===== src/rtl/stx_pkg.sv =====
package stx_pkg;

  typedef enum logic [1:0] {
    K_IDLE = 2'd0,
    K_DATA = 2'd1,
    K_SYNC = 2'd2,
    K_CRC  = 2'd3
  } slot_e;

  // character length in bits for a 2-bit length code: shortest is char_w-3
  function automatic int char_len(input logic [1:0] code, input int char_w);
    return char_w - 3 + int'(code);
  endfunction

endpackage


===== src/rtl/stx_rst_sync.sv =====
module stx_rst_sync #(
  parameter int STAGES = 2
) (
  input  logic clk,
  input  logic rst_n,
  output logic rst_n_o
);

  logic [STAGES-1:0] q;

  always_ff @(posedge clk or negedge rst_n) begin
    if (!rst_n) q <= '0;
    else        q <= {q[STAGES-2:0], 1'b1};
  end

  assign rst_n_o = q[STAGES-1];

endmodule


===== src/rtl/stx_edge_det.sv =====
module stx_edge_det #(
  parameter int STAGES = 2
) (
  input  logic clk,
  input  logic rst_n,
  input  logic d,
  output logic pulse
);

  logic [STAGES:0] sr;

  always_ff @(posedge clk or negedge rst_n) begin
    if (!rst_n) sr <= '0;
    else        sr <= {sr[STAGES-1:0], d};
  end

  assign pulse = sr[STAGES] ^ sr[STAGES-1];

endmodule


===== src/rtl/stx_crc16.sv =====
module stx_crc16 #(
  parameter int           W    = 16,
  parameter logic [W-1:0] POLY = 16'hA001
) (
  input  logic         clk,
  input  logic         rst_n,
  input  logic         clr,
  input  logic         upd,
  input  logic         bit_in,
  output logic [W-1:0] crc_q,
  output logic [W-1:0] crc_adv
);

  logic [W-1:0] crc_n;
  logic         fb;

  always_comb begin
    fb      = crc_q[0] ^ bit_in;
    crc_adv = (crc_q >> 1) ^ (fb ? POLY : '0);
    crc_n   = crc_q;
    if (clr)      crc_n = '0;
    else if (upd) crc_n = crc_adv;
  end

  always_ff @(posedge clk or negedge rst_n) begin
    if (!rst_n) crc_q <= '0;
    else        crc_q <= crc_n;
  end

endmodule


===== src/rtl/sync_char_tx.sv =====
module sync_char_tx #(
  parameter int                CHAR_W     = 8,
  parameter int                CRC_W      = 2 * CHAR_W,
  parameter logic [CRC_W-1:0]  CRC_POLY   = CRC_W'(16'hA001),
  parameter int                RST_STAGES = 2,
  parameter int                CTS_STAGES = 2
) (
  input  logic              clk,
  input  logic              rst_n,
  input  logic              bit_en,
  input  logic              tx_en,
  input  logic              crc_en,
  input  logic              brk,
  input  logic [1:0]        wlen,
  input  logic              transp,
  input  logic [CHAR_W-1:0] sync_a,
  input  logic [CHAR_W-1:0] sync_b,
  input  logic              ld,
  input  logic [CHAR_W-1:0] ld_data,
  input  logic              cts,
  output logic              txd,
  output logic              buf_empty,
  output logic              ev_crc,
  output logic              ev_sync,
  output logic              ev_cts
);
  import stx_pkg::*;

  localparam int SLOT_W = 2 * CHAR_W;
  localparam int CNT_W  = $clog2(SLOT_W + 1);
  localparam int IDX_W  = $clog2(SLOT_W);

  logic rst_i;

  logic [CHAR_W-1:0] buf_q, buf_n;
  logic              full_q, full_n;
  slot_e             kind_q, kind_n;
  logic [SLOT_W-1:0] sh_q, sh_n;
  logic [CNT_W-1:0]  cnt_q, cnt_n;
  logic              chcrc_q, chcrc_n;
  logic              dirty_q, dirty_n;
  logic              swap_q, swap_n;
  logic              evc_q, evs_q;

  logic              at_end, go_crc, go_sync, crc_upd;
  logic [CRC_W-1:0]  crc_q, crc_adv, crc_now;
  logic [SLOT_W-1:0] fill_w;
  logic [IDX_W-1:0]  sidx;

  stx_rst_sync #(.STAGES(RST_STAGES)) u_rst (
    .clk(clk), .rst_n(rst_n), .rst_n_o(rst_i)
  );

  stx_edge_det #(.STAGES(CTS_STAGES)) u_cts (
    .clk(clk), .rst_n(rst_i), .d(cts), .pulse(ev_cts)
  );

  stx_crc16 #(.W(CRC_W), .POLY(CRC_POLY)) u_crc (
    .clk(clk), .rst_n(rst_i), .clr(go_sync), .upd(crc_upd),
    .bit_in(sh_q[0]), .crc_q(crc_q), .crc_adv(crc_adv)
  );

  assign fill_w  = {sync_b, sync_a};
  assign at_end  = (kind_q == K_IDLE) || (cnt_q <= CNT_W'(1));
  assign crc_upd = bit_en && !brk && (kind_q == K_DATA) && chcrc_q;
  assign crc_now = crc_upd ? crc_adv : crc_q;
  assign sidx    = IDX_W'(CNT_W'(SLOT_W) - cnt_q);

  // next-state logic
  always_comb begin
    buf_n   = buf_q;
    full_n  = full_q;
    kind_n  = kind_q;
    sh_n    = sh_q;
    cnt_n   = cnt_q;
    chcrc_n = chcrc_q;
    dirty_n = dirty_q;
    swap_n  = swap_q;
    go_crc  = 1'b0;
    go_sync = 1'b0;
    if (brk) begin
      full_n = 1'b0;
      kind_n = K_IDLE;
      cnt_n  = '0;
      swap_n = 1'b0;
    end else begin
      if (ld) begin
        buf_n  = ld_data;
        full_n = 1'b1;
      end
      if (kind_q == K_CRC && !tx_en) swap_n = 1'b1;
      if (bit_en) begin
        if (!at_end) begin
          sh_n  = sh_q >> 1;
          cnt_n = cnt_q - CNT_W'(1);
        end else begin
          swap_n = 1'b0;
          if (!tx_en) begin
            kind_n = K_IDLE;
            cnt_n  = '0;
          end else if (full_q) begin
            kind_n  = K_DATA;
            sh_n    = {{CHAR_W{1'b0}}, buf_q};
            cnt_n   = CNT_W'(char_len(wlen, CHAR_W));
            chcrc_n = crc_en;
            if (crc_en) dirty_n = 1'b1;
            full_n  = ld;
          end else if (!transp && crc_en && dirty_q) begin
            kind_n  = K_CRC;
            sh_n    = crc_now;
            cnt_n   = CNT_W'(SLOT_W);
            dirty_n = 1'b0;
            go_crc  = 1'b1;
          end else begin
            kind_n  = K_SYNC;
            sh_n    = fill_w;
            cnt_n   = CNT_W'(SLOT_W);
            dirty_n = 1'b0;
            go_sync = 1'b1;
          end
        end
      end
    end
  end

  // state registers
  always_ff @(posedge clk or negedge rst_i) begin
    if (!rst_i) begin
      buf_q   <= '0;
      full_q  <= 1'b0;
      kind_q  <= K_IDLE;
      sh_q    <= '0;
      cnt_q   <= '0;
      chcrc_q <= 1'b0;
      dirty_q <= 1'b0;
      swap_q  <= 1'b0;
      evc_q   <= 1'b0;
      evs_q   <= 1'b0;
    end else begin
      buf_q   <= buf_n;
      full_q  <= full_n;
      kind_q  <= kind_n;
      sh_q    <= sh_n;
      cnt_q   <= cnt_n;
      chcrc_q <= chcrc_n;
      dirty_q <= dirty_n;
      swap_q  <= swap_n;
      evc_q   <= go_crc;
      evs_q   <= go_sync;
    end
  end

  always_comb begin
    if (brk)                           txd = 1'b0;
    else if (kind_q == K_IDLE)         txd = 1'b1;
    else if (kind_q == K_CRC && swap_q) txd = fill_w[sidx];
    else                               txd = sh_q[0];
  end

  assign buf_empty = !full_q;
  assign ev_crc    = evc_q;
  assign ev_sync   = evs_q;

endmodule


===== config.mk =====
export PLATFORM = sky130hd
export DESIGN_NAME = sync_char_tx
export DESIGN_NICKNAME = d
export VERILOG_FILES = /design/src/rtl/stx_pkg.sv /design/src/rtl/stx_rst_sync.sv /design/src/rtl/stx_edge_det.sv /design/src/rtl/stx_crc16.sv /design/src/rtl/sync_char_tx.sv
export SDC_FILE = /design/constraint.sdc
export NUM_CORES = 1
export LEC_CHECK = 0
export ABC_AREA = 1
export BUFFER_PORTS_ARGS = -buffer_cell sky130_fd_sc_hd__buf_2
export CORE_MARGIN = 3
export CORE_UTILIZATION = 29
export DETAILED_ROUTE_END_ITERATION = 7
export GPL_ROUTABILITY_DRIVEN = 0
export PLACE_DENSITY = 0.43
export SLEW_MARGIN = 20
export SYNTH_ARGS = -nofsm -noshare
export SYNTH_HDL_FRONTEND = slang
export SYNTH_SLANG_ARGS = --single-unit

===== constraint.sdc =====
create_clock -name clk -period 2.8 [get_ports clk]
set_input_delay 0.14 -clock clk [delete_from_list [all_inputs] [get_ports clk]]
set_output_delay 0.14 -clock clk [all_outputs]
set_load 0.01 [all_outputs]

==> results_dict.tcl, run 1 <==
set metrics [dict create \
    cap_violations 0 \
    final_layout_size_suffix_gt1_frac 0.1781 \
    drt-pass1-iter-count 5 \
    hp-start "ld_data[7]" \
    hold_class "in2reg" \
    arrival_ps 2380 \
    die_w_um 112.0 \
    setup_tns_ps 0 \
    synth_nets 476 \
    synthFlopType "dfrtp_1" \
    dp.cells 605 \
    ant_nets 0 \
    path_clk_slew_ps 70 \
    path_class "reg2out" \
    tightest_slew_ps 534.2 \
    fin_ws_ps 280.9 \
    synth_cell_types 31 \
    synthArstFlopShare 1.000 \
    pre_cts_ws_ps 538.4 \
    antenna_cells 0 \
    grt_max_degree 37 \
    yosys.cell_count.top_type "nand2_1" \
    netlist.area_leader.share 0.4458 \
    avgRoutedWirePerCell_um 13.64 \
    min_period_ps 2519 \
    num_io_pins 40 \
    synth_cells 438 \
    worstHoldEndpoint "buf_q[7]" \
    hpwl_mm 6.365 \
    fillCellCount 1187 \
    grt_setup_unrepaired "false" \
    io_buffer_count 39 \
    ys_ff_latch 58 \
    cts_buffers 9 \
    fin_crit_sh 0.8997 \
    grtUsageTotal 0.1440 \
    finalCoreUtilization 0.3407 \
    via_per_inst 4.546 \
    rrSetupSlack_ps 770 \
    hold_path_depth 2 \
    yosys_warnings 0 \
    clock_latency_ps 330 \
    post_cts_buffers 0 \
    slew_viol_final 0 \
    whs_ps 36.19 \
    netlist_area_sq_um 3256 \
    synth_edf_count 0 \
    htree_levels 3 \
    antenna_found_initial 0 \
    overflow 0 \
    power.density_nw_per_um2 559.2 \
    clock_sinks 58 \
    power_leakage_uw 0.001982 \
    syn_area_per_cell_sq_um 7.433 \
    yosys.area.top_type "dfrtp_1" \
    status "finished, final reports clean" \
    grt_pass1_vias 2755 \
    area_growth_pct 13.95 \
    core_sq_um 10890 \
    clockRootBuffer "clkbuf_8" \
    num_vias 2832 \
    r2r-end "sh_q[13]" \
    final_hold_viol_count 0 \
    fin_skew_ps 11.26 \
    cts_tree "yes" \
    grt_pass1_wl_mm 14.28 \
    start_util 0.2990 \
    path_max_fanout 13 \
    fmax_mhz 397.0 \
    yosysSeqAreaShare 0.4458 \
    end_kind "primary output" \
    clockBufferDepth 2 \
    r2r-start "cnt_q[0]" \
    ys_top_cells_by_area "dfrtp_1 (45%), nand2_1 (13%), nor2_1 (8.1%)" \
    slew_headroom 0.6430 \
    drc 0 \
    dr.first_iter.drc_count 138 \
    reg2regPathDepth 9 \
    synthTopCellsByCount "nand2_1 (113), nor2_1 (70), dfrtp_1 (58)" \
    routed_wl_mm 8.499 \
    start_kind "flip-flop" \
    die-area_sq_um 12530 \
    required_ps 2660 \
    setup_violations 0 \
    finalNetCount 516 \
    rows 38 \
    ir_drop_uv 181.3 \
    dieHeight_um 112.0 \
    final_cells 623 \
]
[area by class of cell]
type | count | area (sq um) | share of cell area
Inverter | 59 | 221.5 | 0.05970
Clock inverter | 3 | 15.01 | 0.004047
Sequential cell | 58 | 1454 | 0.3919
Clock buffer | 13 | 148.9 | 0.04013
Tap cell | 140 | 175.2 | 0.04722
Multi-Input combinational cell | 306 | 1458 | 0.3929
Timing Repair Buffer | 44 | 237.7 | 0.06408
[metal layers]
layer  share of wire  up-vias  track usage
met5               0        -            0
met4           0.012        0      0.04407
met2            0.45       49       0.2266
met3           0.034        8      0.02446
li1                -     1440            -
met1            0.50     1335       0.2035
[where the power goes]
part	total (uW)	switching (uW)	internal [uW]
Sequential	1010	63.8	945
Combinational	396	251	145
Clock	670	328	342
Total	2070	643	1430
[kinds of logic after synthesis]
| group | count (synthesis) | share of synthesized area |
|---|---|---|
| adders and majority gates | 3 | 0.01153 |
| and+or+nand+nor | 233 | 0.3105 |
| muxes | 1 | 0.003459 |
| other | 1 | 0.001152 |
| xor gates and xnor gates | 5 | 0.01345 |
| AOI/OAI and AO/OA | 63 | 0.1076 |
| buffers and inverters | 74 | 0.1065 |
| DFF | 58 | 0.4458 |
[stage by stage]
stage	instance area, sq um	total power, uW
finish	3710	2075
global route	3710	2228
CTS	3709	2104
detailed placement	3525	1424
global placement	3525	1421
floorplan	3256	1301
[critical path: stages, from the launching register on]
cell      delay (ps)
dfrtp_2          490
inv_1            320
ha_1             360
inv_1            170
nand3_1          110
nand3_1           70
nand3b_1          80
nand2_1          100
nand2_1           60
a21oi_1          130
buf_2            150
[what timing repair did]
item                                   CTS  global route
gates resized for setup                  0             1
endpoints found under the hold margin    3             0
setup endpoints to repair                0             1
hold buffers                             2             0
[sequential cells by signal (all words and copies together), names as in the netlist]
register,cells
ev_crc,1
sh_q,16
buf_q,8
chcrc_q,1
ev_sync,1
u_crc.crc_q,16
full_q,1
cnt_q,5
swap_q,1
dirty_q,1
kind_q,2
u_cts.sr,3
u_rst.q,2
[worst max path at each step]
stage / from / end / cells past startpoint
global route: cnt_q[0] / txd / 10
finish: cnt_q[0] / txd / 10
CTS: cnt_q[0] / txd / 10
detailed placement: cnt_q[0] / txd / 10
global placement: cnt_q[0] / txd / 10
floorplan: cnt_q[0] / txd / 11
[cell usage in the layout, fill, tap and decap left out, types with 3 or more instances in the layout]
| cell type | n |
|---|---|
| o21ai_2 | 3 |
| nand2_2 | 9 |
| nor2_4 | 5 |
| o21ai_0 | 34 |
| nand2_1 | 113 |
| o211ai_1 | 6 |
| o21ai_1 | 3 |
| buf_2 | 39 |
| dfrtp_1 | 56 |
| xor2_1 | 4 |
| buf_4 | 3 |
| clkinv_2 | 3 |
| nand3_1 | 29 |
| ha_1 | 3 |
| nor2_1 | 70 |
| clkbuf_8 | 10 |
| a21oi_1 | 14 |
| inv_2 | 4 |
| inv_1 | 55 |
| clkbuf_1 | 3 |
(Power assumes the default switching activity.)
==> inputs of run 2 (changes only) <==
--- a/config.mk
+++ b/config.mk
@@ -8,10 +8,10 @@
 export ABC_AREA = 1
 export BUFFER_PORTS_ARGS = -buffer_cell sky130_fd_sc_hd__buf_2
 export CORE_MARGIN = 3
-export CORE_UTILIZATION = 29
+export CORE_UTILIZATION = 45
 export DETAILED_ROUTE_END_ITERATION = 7
 export GPL_ROUTABILITY_DRIVEN = 0
-export PLACE_DENSITY = 0.43
+export PLACE_DENSITY = 0.61
 export SLEW_MARGIN = 20
 export SYNTH_ARGS = -nofsm -noshare
 export SYNTH_HDL_FRONTEND = slang
==> run 2 against run 1 <==
  * Clock power is 47% higher
  * Count of clock-buffer cells in the layout is 3 lower
  * Via count is 0.71% lower
  * Sequential share of layout area is 0.36 points lower
  * Sequential cell count stayed put
  * Total power is 15% higher
  * Combinational power is 4% lower
  * First-iteration DRC count is 27% higher
  * Highest routed layer unchanged
==> results_dict.tcl, run 2 (synthesized netlist as in run 1, its figures left out) <==
set metrics [dict create \
    path_max_fanout 13 \
    cap_violations 0 \
    clock_sinks 58 \
    start_util 0.4714 \
    clock_latency_ps 340 \
    worst-path-buf-inv 3 \
    largestRegisters "sh_q (16), u_crc.crc_q (16), buf_q (8)" \
    r2r-start "cnt_q[0]" \
    met2_usage 0.3053 \
    dieHeight_um 91.06 \
    hold_path_depth 2 \
    min_period_ps 2577 \
    htree_levels 3 \
    status "finished, final reports clean" \
    path_class "reg2out" \
    io_buffer_count 39 \
    worstHoldEndpoint "buf_q[7]" \
    power_leakage_uw 0.002015 \
    cpPeakStageDelay_ps 560 \
    antenna_cells 0 \
    area_growth_pct 14.91 \
    num_io_pins 40 \
    grt_max_degree 37 \
    power.density_nw_per_um2 636.4 \
    mostFrequentLayoutCell "nand2_1" \
    routed_wl_mm 7.586 \
    top_usage_layer "met2" \
    final_hold_viol_count 0 \
    ant_nets 0 \
    setup_violations 0 \
    critPathTopFamily "buffers and inverters" \
    grt_setup_unrepaired "false" \
    layout_common_cells "nand2_1 (113), nor2_1 (70), dfrtp_1 (57)" \
    rows 30 \
    grt_pass1_wl_mm 12.84 \
    overflow 0 \
    fmax_mhz 388.1 \
    drt-pass1-iter-count 4 \
    dr.first_iter.drc_count 175 \
    slew_viol_final 0 \
    met1_usage 0.2736 \
    die_w_um 91.06 \
    grtUsageTotal 0.1964 \
    r2r-end "u_crc.crc_q[10]" \
    end_kind "primary output" \
    cp_slowest_cell "dfrtp_1" \
    via_per_inst 4.857 \
    avgRoutedWirePerCell_um 13.10 \
    die-area_sq_um 8291 \
    tightest_slew_ps 805.1 \
    hp-start "ld_data[7]" \
    total_power_uw 2381 \
    required_ps 2660 \
    hpwl_mm 5.398 \
    drc 0 \
    start_kind "flip-flop" \
    cts_resized 0 \
    fin_crit_sh 0.9203 \
    core_sq_um 6907 \
    setup_tns_ps 0 \
    clockBufferDepth 2 \
    cts_tree "yes" \
    arrival_ps 2440 \
    ir_drop_uv 276.6 \
    path_clk_slew_ps 70 \
    hold_class "in2reg" \
    grt.met3_usage 0.03563 \
    reg2regPathDepth 7 \
    crit_chain "inv_1, ha_1, inv_1, nand3_1, nand3_1, nand3b_1, nand2_1, nand2_1, a21oi_1, buf_2" \
    fin_skew_ps 8.664 \
    num_vias 2812 \
    slew_headroom 0.4633 \
    clockRootBuffer "clkbuf_8" \
    grt_pass1_vias 2749 \
    antenna_found_initial 0 \
    finalNetCount 516 \
    holdBufCountCts 2 \
    final_layout_size_suffix_gt1_frac 0.1822 \
    post_cts_buffers 0 \
    cts_buffers 9 \
    rrSetupSlack_ps 700 \
]
[run 2: worst max path at each step]
stage | from | endpoint | slack [ps] | depth (start not counted)
after floorplan | cnt_q[0] | txd | 970 | 11
after global placement | cnt_q[0] | txd | 610 | 10
after detailed placement | cnt_q[0] | txd | 600 | 10
after CTS | cnt_q[0] | txd | 200 | 10
after global routing | cnt_q[0] | txd | 20 | 10
final | cnt_q[0] | txd | 220 | 10
[run 2: metal layers]
layer	up-vias	part of all wire
met5	-	0
met4	0	0.013
met3	7	0.043
met2	61	0.46
met1	1300	0.48
li1	1444	-
[run 2: area by class of cell]
cell class	count	area [sq um]
Fill cell	716	3166
Multi-Input combinational cell	306	1458
Sequential cell	58	1453
Timing Repair Buffer	44	237.7
Inverter	59	221.5
Clock buffer	10	137.6
Tap cell	96	120.1
Clock inverter	6	113.9
[run 2: power breakdown]
part	internal, uW	switching [uW]
clock network	617	367
logic	145	236
registers	945	72.1
total	1710	675
[run 2: stage by stage]
stage	hold WS (ps)	util	instance area [sq um]	setup WS [ps]	std cells
final	23.65	0.5417	3741	223.3	579
after global routing	25.46	0.5417	3741	19.95	579
after floorplan	-155.6	-	3256	966.0	438
after detailed placement	-71.01	0.5024	3470	596.5	561
after global placement	-74.49	0.5024	3470	606.0	561
after CTS	13.60	0.5417	3741	204.3	579
==> inputs of run 3 (changes only) <==
--- a/config.mk
+++ b/config.mk
@@ -5,7 +5,6 @@
 export SDC_FILE = /design/constraint.sdc
 export NUM_CORES = 1
 export LEC_CHECK = 0
-export ABC_AREA = 1
 export BUFFER_PORTS_ARGS = -buffer_cell sky130_fd_sc_hd__buf_2
 export CORE_MARGIN = 3
 export CORE_UTILIZATION = 45
@@ -15,4 +14,5 @@
 export SLEW_MARGIN = 20
 export SYNTH_ARGS = -nofsm -noshare
 export SYNTH_HDL_FRONTEND = slang
+export SYNTH_HIERARCHICAL = 1
 export SYNTH_SLANG_ARGS = --single-unit
==> run 3 against run 2 <==
  * Utilization is 1.3 points lower
  * Sequential power is essentially flat
  * Non-clock buffer count rose by 4
  * Largest power group unchanged
  * First-iteration DRC count shrank 0.57%
  * Die area about the same
  * Critical path depth shrank 2
  * Register-to-register slack worse by 150 ps
  * Final area shrank 2.4%
  * Sequential share of layout area is 0.99 points higher
  * Total power down 7.5%
==> results_dict.tcl, run 3 <==
set metrics [dict create \
    finalNetCount 407 \
    power.density_nw_per_um2 603.3 \
    ys_top_cells_by_area "dfrtp_1 (45%), nand2_1 (7.1%), nor2_1 (5.6%)" \
    synth_edf_count 0 \
    die-area_sq_um 8295 \
    num_io_pins 40 \
    hpwl_mm 5.334 \
    largestRegisters "sh_q (16), u_crc/crc_q (16), buf_q (8)" \
    synth_cells 347 \
    drc 0 \
    whs_ps 25.03 \
    mostFrequentLayoutCell "nand2_1" \
    cts_buffers 9 \
    fin_skew_ps 8.992 \
    required_ps 2660 \
    hold_class "in2reg" \
    synth_cell_types 49 \
    overflow 0 \
    final_layout_size_suffix_gt1_frac 0.2193 \
    arrival_ps 2490 \
    core_sq_um 6907 \
    antenna_found_initial 0 \
    fin_ws_ps 170.8 \
    start_kind "flip-flop" \
    yosys_warnings 6 \
    area_growth_pct 12.10 \
    grt_setup_unrepaired "false" \
    grt_pass1_wl_mm 12.79 \
    num_vias 2625 \
    synthTopCellsByCount "nand2_1 (62), dfrtp_1 (58), nor2_1 (49)" \
    path_max_fanout 8 \
    cts_tree "yes" \
    clock_sinks 58 \
    min_period_ps 2629 \
    fin_crit_sh 0.9390 \
    synth_nets 385 \
    post_cts_buffers 0 \
    pre_cts_ws_ps 270.9 \
    finalCoreUtilization 0.5286 \
    htree_levels 3 \
    netlist_area_sq_um 3257 \
    final_hold_viol_count 0 \
    avgRoutedWirePerCell_um 16.02 \
    status "finished, final reports clean" \
    io_buffer_count 39 \
    dieHeight_um 91.08 \
    power_leakage_uw 0.001521 \
    yosys.area.top_type "dfrtp_1" \
    layout_common_cells "nand2_1 (62), dfrtp_1 (56), nor2_1 (49)" \
    tightest_slew_ps 752.7 \
    grt_pass1_vias 2600 \
    end_kind "primary output" \
    ir_drop_uv 381.0 \
    cap_violations 0 \
    slew_headroom 0.4982 \
    fmax_mhz 380.4 \
    die_w_um 91.08 \
    yosys.cell_count.top_type "nand2_1" \
    clock_latency_ps 340 \
    clockRootBuffer "clkbuf_8" \
    via_per_inst 5.585 \
    synthFlopType "dfrtp_1" \
    dr.first_iter.drc_count 174 \
    start_util 0.4716 \
    antenna_cells 0 \
    ant_nets 0 \
    rows 30 \
    netlist.area_leader.share 0.4456 \
    setup_violations 0 \
    ys_ff_latch 58 \
    clockBufferDepth 2 \
    path_clk_slew_ps 70 \
    total_power_uw 2203 \
    grtUsageTotal 0.1933 \
    yosysSeqAreaShare 0.4456 \
    syn_area_per_cell_sq_um 9.386 \
    drt-pass1-iter-count 4 \
    synthArstFlopShare 1.000 \
    routed_wl_mm 7.528 \
    path_class "reg2out" \
    grt_max_degree 34 \
    rrSetupSlack_ps 550 \
    slew_viol_final 0 \
    setup_tns_ps 0 \
]
-- run 3: cell types whose count changed after synthesis, sizes merged, moves of 16 or more --
cell,previous run,this run
nand2,124,62
mux2i,0,16
nor2,76,49
inv,59,5
nand3,31,3
o21ai,40,6
-- run 3: critical path, cell delays in order (launching register included) --
cell and delay, ps:
dfrtp_2 480, inv_1 120, ha_1 270, xnor2_2 260, mux4_2 540, mux2i_1 140, nand3b_1 70, and3_1 140
buf_2 130
-- run 3: layer usage --
layer / global-route usage / wire length [um] / vias up
met2: 0.2931 / 3442 / 68
met1: 0.2622 / 3578 / 1288
met5: 0 / 0 / -
li1: - / - / 1255
met3: 0.06545 / 392 / 14
met4: 0.05779 / 115 / 0
-- run 3: through the flow --
| stage | instance area (sq um) | cells |
|---|---|---|
| 6_report | 3651 | 470 |
| 5_1_grt | 3651 | 470 |
| 4_1_cts | 3650 | 470 |
| 3_5_place_dp | 3403 | 452 |
| 3_3_place_gp | 3403 | 452 |
| 2_1_floorplan | 3257 | 347 |
-- run 3: kinds of logic (layout without fill, tap and decap cells) --
family,count (synthesis),count (layout),share of synthesized area
AND/OR/NAND/NOR,139,139,0.1813
AO/OA/AOI/OAI,66,66,0.1464
flip-flops,58,58,0.4456
buffers and inverters,43,70,0.07875
multiplexers,30,30,0.1114
XOR/XNOR,7,7,0.02382
adder cells (fa/ha/maj),3,3,0.01153
other,1,1,0.001151
-- run 3: worst paths after layout --
kind | startpoint | to | cells past startpoint
max | cnt_q[0] | txd | 8
max reg2reg | cnt_q[2] | u_crc/crc_q[0] | 7
min reg2reg | u_rst/q[1] | sh_q[7] | 0
max in group asynchronous | u_rst/q[1] | u_crc/crc_q[1] | 1
min | ld_data[7] | buf_q[7] | 2
min in group asynchronous | rst_n | u_rst/q[1] | 2
-- run 3: final cells by class --
type / instances / area, sq um
Fill cell: 684 / 3256
Tap cell: 96 / 120.1
Timing Repair Buffer: 48 / 267.8
Clock inverter: 5 / 77.57
Sequential cell: 58 / 1454
Multi-Input combinational cell: 246 / 1563
Inverter: 6 / 27.53
Clock buffer: 11 / 141.4
-- run 3: repair_timing --
action	4_1_cts	5_1_grt
endpoints found under the setup margin	1	1
endpoints found under the hold margin	3	0
gates resized for setup	1	1
hold buffers	2	0
-- run 3: power breakdown --
part           leakage (uW)  internal, uW  switching [uW]  total (uW)
clock              0.000109           522             340         862
combinational      0.000683           164             174         338
sequential         0.000729           929            73.2        1000
